[src/rtl/flag_alu_pkg.sv]
package flag_alu_pkg;

  localparam int NFLAGS = 6;
  localparam int FL_C = 0;
  localparam int FL_P = 1;
  localparam int FL_A = 2;
  localparam int FL_Z = 3;
  localparam int FL_S = 4;
  localparam int FL_O = 5;

  localparam logic [NFLAGS-1:0] MASK_ALL  = 6'b111111;
  localparam logic [NFLAGS-1:0] MASK_KEEPC = 6'b111110;
  localparam logic [NFLAGS-1:0] MASK_NONE = 6'b000000;

  typedef enum logic [3:0] {
    OP_ADD  = 4'd0,
    OP_SUB  = 4'd1,
    OP_CMP  = 4'd2,
    OP_AND  = 4'd3,
    OP_OR   = 4'd4,
    OP_XOR  = 4'd5,
    OP_TEST = 4'd6,
    OP_NOT  = 4'd7,
    OP_INC  = 4'd8,
    OP_DEC  = 4'd9,
    OP_MOV  = 4'd10
  } alu_op_e;

  typedef enum logic [2:0] {
    SEL_ARITH,
    SEL_AND,
    SEL_OR,
    SEL_XOR,
    SEL_NOT,
    SEL_MOVE,
    SEL_NONE
  } unit_sel_e;

  typedef struct packed {
    logic              res_we;
    logic [NFLAGS-1:0] fmask;
    unit_sel_e         sel;
    logic              sub;
    logic              use_one;
  } alu_ctl_t;

endpackage

[src/rtl/flag_alu_decode.sv]
module flag_alu_decode
  import flag_alu_pkg::*;
(
  input  logic [3:0] op,
  output alu_ctl_t   ctl
);

  always_comb begin
    ctl.res_we  = 1'b0;
    ctl.fmask   = MASK_NONE;
    ctl.sel     = SEL_NONE;
    ctl.sub     = 1'b0;
    ctl.use_one = 1'b0;
    case (alu_op_e'(op))
      OP_ADD: begin
        ctl.res_we = 1'b1;
        ctl.fmask  = MASK_ALL;
        ctl.sel    = SEL_ARITH;
      end
      OP_SUB: begin
        ctl.res_we = 1'b1;
        ctl.fmask  = MASK_ALL;
        ctl.sel    = SEL_ARITH;
        ctl.sub    = 1'b1;
      end
      OP_CMP: begin
        ctl.fmask = MASK_ALL;
        ctl.sel   = SEL_ARITH;
        ctl.sub   = 1'b1;
      end
      OP_AND: begin
        ctl.res_we = 1'b1;
        ctl.fmask  = MASK_ALL;
        ctl.sel    = SEL_AND;
      end
      OP_OR: begin
        ctl.res_we = 1'b1;
        ctl.fmask  = MASK_ALL;
        ctl.sel    = SEL_OR;
      end
      OP_XOR: begin
        ctl.res_we = 1'b1;
        ctl.fmask  = MASK_ALL;
        ctl.sel    = SEL_XOR;
      end
      OP_TEST: begin
        ctl.fmask = MASK_ALL;
        ctl.sel   = SEL_AND;
      end
      OP_NOT: begin
        ctl.res_we = 1'b1;
        ctl.sel    = SEL_NOT;
      end
      OP_INC: begin
        ctl.res_we  = 1'b1;
        ctl.fmask   = MASK_KEEPC;
        ctl.sel     = SEL_ARITH;
        ctl.use_one = 1'b1;
      end
      OP_DEC: begin
        ctl.res_we  = 1'b1;
        ctl.fmask   = MASK_KEEPC;
        ctl.sel     = SEL_ARITH;
        ctl.sub     = 1'b1;
        ctl.use_one = 1'b1;
      end
      OP_MOV: begin
        ctl.res_we = 1'b1;
        ctl.sel    = SEL_MOVE;
      end
      default: ;
    endcase
  end

endmodule

[src/rtl/flag_alu_addsub.sv]
module flag_alu_addsub #(
  parameter int W = 32
) (
  input  logic [W-1:0] a,
  input  logic [W-1:0] b,
  input  logic         sub,
  output logic [W-1:0] sum,
  output logic         carry,
  output logic         aux,
  output logic         ovf
);

  logic [W-1:0] y;
  logic [W:0]   full;
  logic         c4;

  assign y    = sub ? ~b : b;
  assign full = {1'b0, a} + {1'b0, y} + {{W{1'b0}}, sub};
  assign sum  = full[W-1:0];

  // carry into bit 4 recovered from the sum bit; inverted for borrow sense
  assign c4    = a[4] ^ y[4] ^ full[4];
  assign aux   = c4 ^ sub;
  assign carry = full[W] ^ sub;
  assign ovf   = (a[W-1] == y[W-1]) && (full[W-1] != a[W-1]);

endmodule

[src/rtl/flag_alu_status.sv]
module flag_alu_status
  import flag_alu_pkg::*;
#(
  parameter int W = 32
) (
  input  logic [W-1:0]      value,
  input  logic              arith,
  input  logic              carry_in,
  input  logic              aux_in,
  input  logic              ovf_in,
  output logic [NFLAGS-1:0] fl
);

  localparam int PBITS = (W < 8) ? W : 8;

  logic [PBITS-1:0] low_bits;
  assign low_bits = value[PBITS-1:0];

  always_comb begin
    fl       = '0;
    fl[FL_C] = arith & carry_in;
    fl[FL_A] = arith & aux_in;
    fl[FL_O] = arith & ovf_in;
    fl[FL_P] = ~(^low_bits);
    fl[FL_Z] = (value == '0);
    fl[FL_S] = value[W-1];
  end

endmodule

[src/rtl/flag_alu.sv]
module flag_alu
  import flag_alu_pkg::*;
#(
  parameter int W = 32
) (
  input  logic              clk,
  input  logic              rst,
  input  logic              in_valid,
  output logic              in_ready,
  input  logic [3:0]        in_op,
  input  logic [W-1:0]      in_a,
  input  logic [W-1:0]      in_b,
  output logic              out_valid,
  input  logic              out_ready,
  output logic [W-1:0]      out_result,
  output logic              out_res_we,
  output logic              out_flags_we,
  output logic [NFLAGS-1:0] flags
);

  localparam logic [W-1:0] ONE = {{(W-1){1'b0}}, 1'b1};

  alu_ctl_t          ctl;
  logic              accept;
  logic [W-1:0]      opnd_b;
  logic [W-1:0]      arith_val;
  logic              ar_carry, ar_aux, ar_ovf;
  logic [W-1:0]      calc;
  logic [NFLAGS-1:0] fl_new;
  logic [NFLAGS-1:0] flags_next;

  assign in_ready = !out_valid || out_ready;
  assign accept   = in_valid && in_ready;

  flag_alu_decode u_dec (
    .op  (in_op),
    .ctl (ctl)
  );

  assign opnd_b = ctl.use_one ? ONE : in_b;

  flag_alu_addsub #(.W(W)) u_addsub (
    .a     (in_a),
    .b     (opnd_b),
    .sub   (ctl.sub),
    .sum   (arith_val),
    .carry (ar_carry),
    .aux   (ar_aux),
    .ovf   (ar_ovf)
  );

  always_comb begin
    case (ctl.sel)
      SEL_ARITH: calc = arith_val;
      SEL_AND:   calc = in_a & in_b;
      SEL_OR:    calc = in_a | in_b;
      SEL_XOR:   calc = in_a ^ in_b;
      SEL_NOT:   calc = ~in_a;
      SEL_MOVE:  calc = in_b;
      default:   calc = '0;
    endcase
  end

  flag_alu_status #(.W(W)) u_status (
    .value    (calc),
    .arith    (ctl.sel == SEL_ARITH),
    .carry_in (ar_carry),
    .aux_in   (ar_aux),
    .ovf_in   (ar_ovf),
    .fl       (fl_new)
  );

  assign flags_next = (flags & ~ctl.fmask) | (fl_new & ctl.fmask);

  always_ff @(posedge clk) begin
    if (rst) begin
      flags        <= '0;
      out_valid    <= 1'b0;
      out_result   <= '0;
      out_res_we   <= 1'b0;
      out_flags_we <= 1'b0;
    end else if (accept) begin
      flags        <= flags_next;
      out_valid    <= 1'b1;
      out_result   <= ctl.res_we ? calc : '0;
      out_res_we   <= ctl.res_we;
      out_flags_we <= |ctl.fmask;
    end else if (out_ready) begin
      out_valid    <= 1'b0;
    end
  end

endmodule

[config.mk]
export PLATFORM = sky130hd
export DESIGN_NAME = flag_alu
export DESIGN_NICKNAME = d
export VERILOG_FILES = /design/src/rtl/flag_alu_pkg.sv /design/src/rtl/flag_alu_decode.sv /design/src/rtl/flag_alu_addsub.sv /design/src/rtl/flag_alu_status.sv /design/src/rtl/flag_alu.sv
export SDC_FILE = /design/constraint.sdc
export NUM_CORES = 1
export LEC_CHECK = 0
export CAP_MARGIN = 5
export CORE_ASPECT_RATIO = 1.1
export CORE_MARGIN = 3
export CORE_UTILIZATION = 50
export DETAILED_ROUTE_END_ITERATION = 8
export DONT_BUFFER_PORTS = 1
export HOLD_SLACK_MARGIN = 0.1
export PLACE_DENSITY = 0.72
export SLEW_MARGIN = 10
export SYNTH_ARGS = -nofsm -noshare
export SYNTH_HDL_FRONTEND = slang
export SYNTH_SLANG_ARGS = --single-unit
export TNS_END_PERCENT = 50
[constraint.sdc]
create_clock -name clk -period 5.6 [get_ports clk]
set_input_delay 1.12 -clock clk [delete_from_list [all_inputs] [get_ports clk]]
set_output_delay 1.12 -clock clk [all_outputs]
set_load 0.05 [all_outputs]
Yosys cells after proc, flatten, opt, wreduce, memory -nomap -nowiden. Cells that the tools add are included.

$add $sub $neg: 2. Equal/unequal tests: 17. Multiplexer cells: 11. Bitwise logic cells: 17. Reductions and logical operators: 16.

Operator list (number): 32-bit one-hot mux with 6 select lines (1); 32-bit 2-to-1 mux (3); 32-bit inverter (2); 32-bit by 32-bit adder with 33-bit output (1); 33-bit by 1-bit adder with 33-bit output (1); 32-bit bitwise AND (1); 32-bit zero test (1); 32-bit OR (1); 32-bit XOR (1); 3-bit one-hot mux with 6 select lines (1); 4-bit by 3-bit equality test with 1-bit output (second input constant) (4); 6-bit bitwise AND (2); 4-bit equality test (second input constant) (3); 6-bit one-hot mux with 2 select lines (1); 9-bit OR reduction (1); 4-bit by 2-bit equality test with 1-bit output (second input constant) (2); 8-bit XOR reduction (1); 7-bit OR reduction (1); 3-bit by 2-bit equality test with 1-bit output (second input constant) (2); 3-bit equality test (second input constant) (2); 6-bit inverter (1); 6-bit OR (1); 6-bit OR reduction (1); 1-bit 2-to-1 mux (5); other kinds (16) (23).

Flip-flop bits (word level): 41. Input port bits: 72. Output and inout bits: 42. Logic and storage cells: 68.

Depth between registers and ports, before layout. Gate-level depths: netlist (run 1).

Depth in word-level cells: 13. Mapped depth: 25. Depth with buffers taken out: 21.

Modules after synthesis. A second synthesis (run 1) with hierarchy kept.

Cells, all modules: 902. Area total of the unflattened synthesis: 6749.0 sq um.

Modules (own cells, without submodules): flag_alu (instances 1, cells an instance 542, area an instance 4171.5 sq um, sequential area each 820.8 sq um); flag_alu_addsub (instances 1, cells an instance 304, area an instance 2169.6 sq um, sequential area each 0.0 sq um); flag_alu_decode (instances 1, cells an instance 26, area an instance 207.7 sq um, sequential area each 0.0 sq um); flag_alu_status (instances 1, cells an instance 30, area an instance 200.2 sq um, sequential area each 0.0 sq um).

Worst setup path before layout (run 1). No wires, ideal clock.

Kind: input -> register. Start point: input in_op[1]. End point: register with a tool-made name. Library setup time: 0.069 ns. Data arrival time: 5.962 ns. Required time: 5.531 ns. Setup slack: -0.431 ns. Stages on the path: 21. Path buffers: 6. Cell sequence: buf_6 clkbuf_1 clkbuf_1 clkbuf_1 nand2_1 a21oi_1 clkbuf_1 xnor2_1 ha_1 clkbuf_1 nand4_1 nor3_1 a221oi_1 o31ai_1 a41oi_4 xor2_1 o21ai_1 or4_1 nor4_1 nand4_1 o21ai_1.

RTL lines: start, declared (RTL line flag_alu.sv:10) `input logic [3:0] in_op,`.

==> impl_metrics.toml, run 1 <==
[cts]
clk_latency_ns = 0.28
cts_sinks = 41
clk_pin_slew_ns = 0.06
numCtsBuffers = 5
cts_buffer_depth = 2
ctsHtreeMaxLevel = 2
post-cts-setup-buffers = 0
cts.repair.resized = 0
cts_root_buffer = "clkbuf_16"
cts_tree = "yes"
hold_buffers = 0

[floorplanning]
die_x_um = 114
initial_core_util_pct = 52.4
dieArea_mm2 = 0.0143
ioPinCount = 114
rows = 42
core_region_area_mm2 = 0.0123
die_h_um = 125

[placement]
port_buffers = 0
dp_cells = 1025
hpwlAfterDp_um = 15500
gp_congestion = 0.991

[sta]
worstMarginPinSlew_ns = 1.09
grt_setup_unrepaired = "false"
setup_viol = 0
final.period_utilization_pct = 89.8
relSlewSlack_pct = 27.5
fin_setup_tns_ns = 0
fmax_mhz = 199
hold_viol_final = 0
slew_viol_final = 0
fin_worst_skew_ns = 0.00238
layout_min_cycle_time_ns = 5.03

[synthesis]
synth_edf_count = 0
synthTopCellsByCount = "ha_1 (107), nor2_1 (104), nand2_1 (85), a21oi_1 (84), inv_1 (77)"
synthMuxAreaShare_pct = 3.25
synth_area_leaders = "ha_1 (21%), dfxtp_1 (13%), xnor2_1 (6.8%)"
synth_area_leader_cell = "ha_1"
synthFlopType = "dfxtp_1"
synthesis.area_mm2 = 0.00647
synth_xor_area_share_pct = 8.53
synth.most_common_cell = "ha_1"
synthArstFlopShare_pct = 0
avgSynthCellArea_um2 = 7.09
synth_top_family_by_area = "compound AO/OA/AOI/OAI gates"
ys_seq_elements = 41
synth-adder-area-share_pct = 21.0
synth_compound_area_share_pct = 28.3
synth_top_area_share_pct = 20.7
synth_nets = 1092
netlist_instances = 912
yosysWarnings = 0
ys_seq_area_share_pct = 12.7
synthSimpleGateAreaFrac_pct = 18.0
synth_cell_type_count = 63

[layout]
instances_no_fill = 1033
diodes = 0
final_nets = 1058
synthToLayoutAreaGrowth_pct = 4.49
final_layout_size_suffix_gt1_share_pct = 4.21

[grt]
grt_first_pass_wirelength_um = 32200
overflow = 0
grt_pass1_vias = 6258
grt_usage_pct = 27.2
grt_max_degree = 44
antenna_found_initial = 0

[power_and_ir_drop]
switching_share_pct = 43.4
p_comb_share_pct = 49.9
seq_power_share_pct = 27.6
power_density_mw_per_mm2 = 219
peakVddDrop_mv = 0.147
p_leak_uw = 0.00308
p_clk_share_pct = 22.6
power.total_uw = 1480
p_int_uw = 836
power.net_switching_uw = 642

[critical_path]
endpoint_kind = "flop"
cp_top_family = "simple AND/OR/NAND/NOR gates"
start_kind = "input pin"
crit_buf_inv = 0
cp_slowest_cell = "a21oi_4"
critPathMaxStageDelay_ns = 0.42
path_max_fanout = 29
cp_cell_sequence = "nor2_1 -> nand2_1 -> a21oi_4 -> xnor2_1 -> ha_1 -> a21o_1 -> or3_1 -> nor3_1 -> or2_1 -> xnor2_1 -> a21oi_1 -> ha_1 -> nand4_1 -> nor2_1 -> nand3_1 -> nor4_1 -> nand4_1 -> nor4_1 -> nand4_1 -> o21ai_1"
crit_type = "in -> reg"
critPathRequiredTime_ns = 5.81
crit_path_frequent_cell = "nand4_1"
worstPathArrival_ns = 5.24

[detailed_routing]
via_count = 6422
ant_nets = 0
routedWlPerCell_um = 19.2
drc = 0
drt-pass1-iter-count = 5
drtIter0Drc = 357
routed_wl_um = 19800
vias_per_cell = 6.22

[run_status]
outcome = "complete, no violations"

[min_path]
hold_class = "reg -> reg"

[flow_run]
drv_cap = 0
==> placed cells by master, fill, tap and decap left out, drive strengths merged, types with 5 or more instances in the layout <==
master / netlist / final
a22oi: 28 / 28
a21o: 7 / 7
nand2: 85 / 85
o22ai: 10 / 10
o21bai: 6 / 6
o31ai: 5 / 5
ha: 107 / 107
nor2: 104 / 104
a221oi: 25 / 25
o21ai: 62 / 62
buf: 13 / 18
mux2i: 21 / 21
clkbuf: 46 / 7
nand2b: 7 / 7
xor2: 13 / 13
inv: 78 / 78
dfxtp: 41 / 41
nand3: 14 / 14
nand4: 18 / 18
o22a: 15 / 15
a21oi: 84 / 84
nor3: 11 / 11
xnor2: 50 / 50
==> worst reg2reg max path: stages, from the launching register on <==
cell and delay [ns]:
dfxtp_1 0.47, nand2b_1 0.59, nand2_1 0.16, a211oi_1 0.24, buf_4 0.22, nand3_1 0.08, nor4_1 0.35, nand4_1 0.13
nor4_1 0.29, nand4_1 0.13, o21ai_1 0.13
==> path summary, 6_finish.rpt <==
path,slack (ns),from,cells after the start,to
max,0.57,in_op[0],20,flop
min,0.69,flop,2,flop
max reg2reg,2.75,out_valid,10,flop
min reg2reg,0.69,flop,2,flop
==> per-layer routing <==
metal,routed length (um),global-route usage (%),share of wire [%],up-vias
met2,9570,46.6,48,215
met1,8190,33.8,41,2989
li1,-,-,-,3170
met5,0,0,0,-
met4,817,10.7,4.1,0
met3,1250,4.30,6.3,48
==> kinds of logic after synthesis <==
kind of cell	Yosys count
compound gates	279
xor+xnor	63
fa+ha+maj	108
buf+inv	137
flops	41
mux	21
simple gates	263
==> power by group through the flow <==
stage	Sequential, uW	Combinational [uW]	Clock (uW)
final	407	737	334
after global routing	409	826	349
after CTS	408	731	336
after detailed placement	414	725	0
after global placement	414	723	0
after floorplan	408	578	0
==> through the flow <==
stage / instance area [um2] / utilization, % / hold slack, ns / setup slack (ns)
final: 6760 / 54.7 / 0.693 / 0.571
after global routing: 6760 / 54.7 / 0.723 / 0.124
after CTS: 6760 / 54.7 / 0.700 / 0.556
after detailed placement: 6580 / 53.3 / 0.692 / 0.290
after global placement: 6580 / 53.3 / 0.702 / 0.402
after floorplan: 6480 / - / 0.658 / 0.00496
==> cell type report <==
class	count	area [um2]
well taps	154	193
flip-flops and latches	41	821
multi-input cells	734	5140
clock inverters	1	30.0
inverters	78	293
repair buffers	18	135
fillers	1255	5590
clock buffers	7	143
No activity file was read; power rests on OpenSTA's default activity.
==> run 2, diff against run 1 <==
--- a/config.mk
+++ b/config.mk
@@ -12,7 +12,7 @@
 export DETAILED_ROUTE_END_ITERATION = 8
 export DONT_BUFFER_PORTS = 1
 export HOLD_SLACK_MARGIN = 0.1
-export PLACE_DENSITY = 0.72
+export PLACE_DENSITY = 0.7
 export SLEW_MARGIN = 10
 export SYNTH_ARGS = -nofsm -noshare
 export SYNTH_HDL_FRONTEND = slang
==> impl_metrics.toml, run 2 (synthesis gave the netlist of run 1 again) <==
[placement]
dp_cells = 1022
gp_congestion = 1.01
port_buffers = 0
hpwlAfterDp_um = 15700

[grt]
grt_first_pass_wirelength_um = 31300
grt_usage_pct = 26.9
overflow = 0
antenna_found_initial = 0
grt_max_degree = 44
grt_pass1_vias = 6000

[sta]
setup_viol = 0
worstMarginPinSlew_ns = 1.10
fmax_mhz = 203
hold_viol_final = 0
fin_worst_skew_ns = 0.000932
final.period_utilization_pct = 87.8
fin_setup_tns_ns = 0
slew_viol_final = 0
layout_min_cycle_time_ns = 4.92
relSlewSlack_pct = 26.7
grt_setup_unrepaired = "false"

[critical_path]
path_max_fanout = 29
critPathRequiredTime_ns = 5.81
crit_type = "in -> reg"
start_kind = "input pin"
worstPathArrival_ns = 5.13
endpoint_kind = "flop"

[detailed_routing]
via_count = 6494
vias_per_cell = 6.30
drc = 0
drtIter0Drc = 454
ant_nets = 0
drt-pass1-iter-count = 5
routedWlPerCell_um = 19.5
routed_wl_um = 20100

[power_and_ir_drop]
power_density_mw_per_mm2 = 219
p_leak_uw = 0.00306
peakVddDrop_mv = 0.133
power.total_uw = 1480

[layout]
final_layout_size_suffix_gt1_share_pct = 3.88
instances_no_fill = 1030
synthToLayoutAreaGrowth_pct = 4.14
diodes = 0
final_common_cell = "ha_1"
final_nets = 1055
layout_common_cells = "ha_1 (107), nor2_1 (103), nand2_1 (85), a21oi_1 (83), inv_1 (77)"

[floorplanning]
dieArea_mm2 = 0.0143
die_h_um = 125
core_region_area_mm2 = 0.0123
initial_core_util_pct = 52.4
die_x_um = 114
rows = 42
ioPinCount = 114

[cts]
cts_tree = "yes"
hold_buffers = 0
ctsHtreeMaxLevel = 2
post-cts-setup-buffers = 0
cts.repair.resized = 0
clk_pin_slew_ns = 0.06
cts_buffer_depth = 2
cts_sinks = 41
clk_latency_ns = 0.28
numCtsBuffers = 5
cts_root_buffer = "clkbuf_16"

[run_status]
outcome = "complete, no violations"

[flow_run]
drv_cap = 0

[min_path]
hold_class = "reg -> reg"
[run 2: layer usage]
| layer | global-route usage [%] | wire [um] | part of all wire (%) |
|---|---|---|---|
| met5 | 0 | 0 | 0 |
| met4 | 11.1 | 912 | 4.5 |
| met3 | 4.45 | 1390 | 6.9 |
| met2 | 45.0 | 9420 | 47 |
| met1 | 33.8 | 8340 | 42 |
[run 2: final cells by class]
cell class                      count  area, um2
Clock buffer                        7        143
Timing Repair Buffer               15        113
Fill cell                        1229       5620
Inverter                           78        293
Tap cell                          154        193
Multi-Input combinational cell    734       5140
Clock inverter                      1       30.0
Sequential cell                    41        821
[run 2: power by group]
part / internal [uW] / switching, uW
combinational: 297 / 441
sequential: 314 / 92.9
clock: 222 / 109
total: 833 / 643
[run 2: final timing paths]
check / startpoint / to / slack, ns / depth (start not counted)
max: in_op[0] / flop / 0.68 / 20
min: flop / flop / 0.72 / 2
max reg2reg: out_valid / flop / 2.70 / 10
min reg2reg: flop / flop / 0.72 / 2
[run 2: critical path: stages]
cell and delay (ns):
nor2_1 0.15, nand2_1 0.14, a21oi_4 0.26, xnor2_1 0.11, ha_1 0.34, a21o_1 0.23, or3_1 0.33, nor3_1 0.22
or2_1 0.20, xnor2_1 0.10, a21oi_1 0.35, ha_1 0.21, nand4_1 0.11, nor2_1 0.17, nand3_1 0.09, nor4_1 0.33
nand4_1 0.14, nor4_1 0.26, nand4_1 0.12, o21ai_1 0.13
[run 2: metrics by stage]
| stage | worst slack [ns] | cell area [um2] | utilization, % | hold slack, ns |
|---|---|---|---|---|
| floorplan | 0.00496 | 6480 | - | 0.658 |
| global placement | 0.522 | 6560 | 53.1 | 0.708 |
| detailed placement | 0.467 | 6560 | 53.1 | 0.717 |
| CTS | 0.743 | 6730 | 54.5 | 0.725 |
| global route | 0.225 | 6730 | 54.5 | 0.764 |
| finish | 0.685 | 6730 | 54.5 | 0.717 |
==> run 3, diff against run 2 <==
--- a/config.mk
+++ b/config.mk
@@ -12,7 +12,7 @@
 export DETAILED_ROUTE_END_ITERATION = 8
 export DONT_BUFFER_PORTS = 1
 export HOLD_SLACK_MARGIN = 0.1
-export PLACE_DENSITY = 0.7
+export PLACE_DENSITY = 0.67
 export SLEW_MARGIN = 10
 export SYNTH_ARGS = -nofsm -noshare
 export SYNTH_HDL_FRONTEND = slang
==> constraint.sdc (replaced) <==
create_clock -name clk -period 4.7 [get_ports clk]
set_input_delay 0.705 -clock clk [delete_from_list [all_inputs] [get_ports clk]]
set_output_delay 0.705 -clock clk [all_outputs]
set_load 0.05 [all_outputs]
==> impl_metrics.toml, run 3 (synthesis gave the netlist of run 1 again) <==
[critical_path]
critPathRequiredTime_ns = 4.92
critical_path.startpoint = "in_op[0]"
endpoint_kind = "flop"
crit_type = "in -> reg"
path_max_fanout = 29
reg2reg_depth = 11
start_kind = "input pin"
ff2ff_setup_slack_ns = 1.53
r2r-start = "out_valid"
worstPathArrival_ns = 4.51

[sta]
slew_viol_final = 0
fmax_mhz = 233
relSlewSlack_pct = 32.8
final.period_utilization_pct = 91.4
setup_viol = 0
hold_viol_final = 0
fin_setup_tns_ns = 0
fin_worst_skew_ns = 0.00425
worstMarginPinSlew_ns = 1.01
grt_setup_unrepaired = "false"
fin_hold_ws_ns = 0.482
layout_min_cycle_time_ns = 4.30

[cts]
cts_sinks = 41
cts_tree = "yes"
numCtsBuffers = 5
hold_buffers = 0
clk_latency_ns = 0.29
clk_pin_slew_ns = 0.06
cts_root_buffer = "clkbuf_16"
post-cts-setup-buffers = 0
cts.repair.resized = 0
ctsHtreeMaxLevel = 2
cts_buffer_depth = 2

[run_status]
outcome = "complete, no violations"

[layout]
layout_common_cells = "ha_1 (107), nor2_1 (103), nand2_1 (85), a21oi_1 (83), inv_1 (77)"
synthToLayoutAreaGrowth_pct = 6.79
final_common_cell = "ha_1"
fin_util_pct = 55.9
final_layout_size_suffix_gt1_share_pct = 6.26
fillers = 1220
diodes = 0
final_nets = 1073

[grt]
grt_first_pass_wirelength_um = 34600
grt_max_degree = 44
overflow = 0
grt_pass1_vias = 6395
antenna_found_initial = 0
grt_usage_pct = 29.8

[floorplanning]
core_region_area_mm2 = 0.0123
rows = 42
dieArea_mm2 = 0.0143
initial_core_util_pct = 52.4
ioPinCount = 114
die_h_um = 125
die_x_um = 114

[power_and_ir_drop]
p_comb_share_pct = 51.4
peakVddDrop_mv = 0.221
switching_share_pct = 44.0
power.net_switching_uw = 805
seq_power_share_pct = 26.5
p_clk_share_pct = 22.1
power_density_mw_per_mm2 = 265
p_leak_uw = 0.00316
p_int_uw = 1020

[detailed_routing]
via_count = 6672
drc = 0
vias_per_cell = 6.37
routed_wl_um = 21900
routedWlPerCell_um = 20.9
drt-pass1-iter-count = 5
drtIter0Drc = 611
ant_nets = 0

[placement]
gp_congestion = 1.06
hpwlAfterDp_um = 17300
port_buffers = 0

[flow_run]
drv_cap = 0

[min_path]
hold_class = "in -> reg"
==> run 3: layout make-up <==
type	count	area [um2]	area share, %
timing repair buffer	33	260	3.77
clock buffer	7	143	2.07
multi-input combinational	734	5170	74.8
clock inverter	1	30.0	0.435
sequential	41	821	11.9
tap	154	193	2.79
inverter	78	293	4.24
==> run 3: per-stage QoR <==
step / std cells / total power, uW / area [um2] / setup slack, ns
floorplan: 912 / 1180 / 6530 / 0.0140
global placement: 1040 / 1400 / 6710 / 0.0179
detailed placement: 1040 / 1410 / 6710 / -0.00196
CTS: 1048 / 1820 / 6880 / 0.286
global route: 1048 / 1960 / 6910 / 0.00499
finish: 1048 / 1830 / 6910 / 0.405
==> run 3: how the worst min path moves through the flow <==
stage / slack [ns] / cells after the start / from / to
after floorplan: 0.66 / 2 / flop / flop
after global placement: 0.70 / 2 / flop / flop
after detailed placement: 0.71 / 2 / flop / flop
after CTS: 0.48 / 1 / rst / flop
after global routing: 0.47 / 1 / rst / out_result[0]
final: 0.48 / 1 / rst / out_valid
==> run 3: metal layers <==
metal | GRT usage (%) | share of wire, % | up-vias
met5 | 0 | 0 | -
met4 | 9.08 | 3.1 | 0
met3 | 6.67 | 7.7 | 43
met2 | 49.8 | 48 | 285
met1 | 38.0 | 41 | 3144
li1 | - | - | 3200
==> run 3: worst max-delay path: stages <==
cell and delay [ns]:
nor2_1 0.16, nand2_1 0.14, a21oi_4 0.25, xnor2_1 0.13
ha_1 0.31, buf_4 0.12, nand2_1 0.04, a21oi_1 0.23
o21ai_0 0.14, nand2b_1 0.14, a21oi_1 0.10, xnor2_1 0.14
a21oi_1 0.38, ha_1 0.23, nand4_1 0.11, nor2_1 0.11
nand3_1 0.10, nor4_2 0.35, nand4_1 0.13, nor4_1 0.26
nand4_1 0.12, o21ai_1 0.13
==> run 3: power by group through the flow <==
stage / Sequential [uW] / Clock, uW / Combinational, uW
5_1_grt: 488 / 433 / 1040
2_1_floorplan: 486 / 0 / 694
3_5_place_dp: 493 / 0 / 917
3_3_place_gp: 493 / 0 / 904
6_report: 485 / 404 / 941
4_1_cts: 486 / 405 / 924
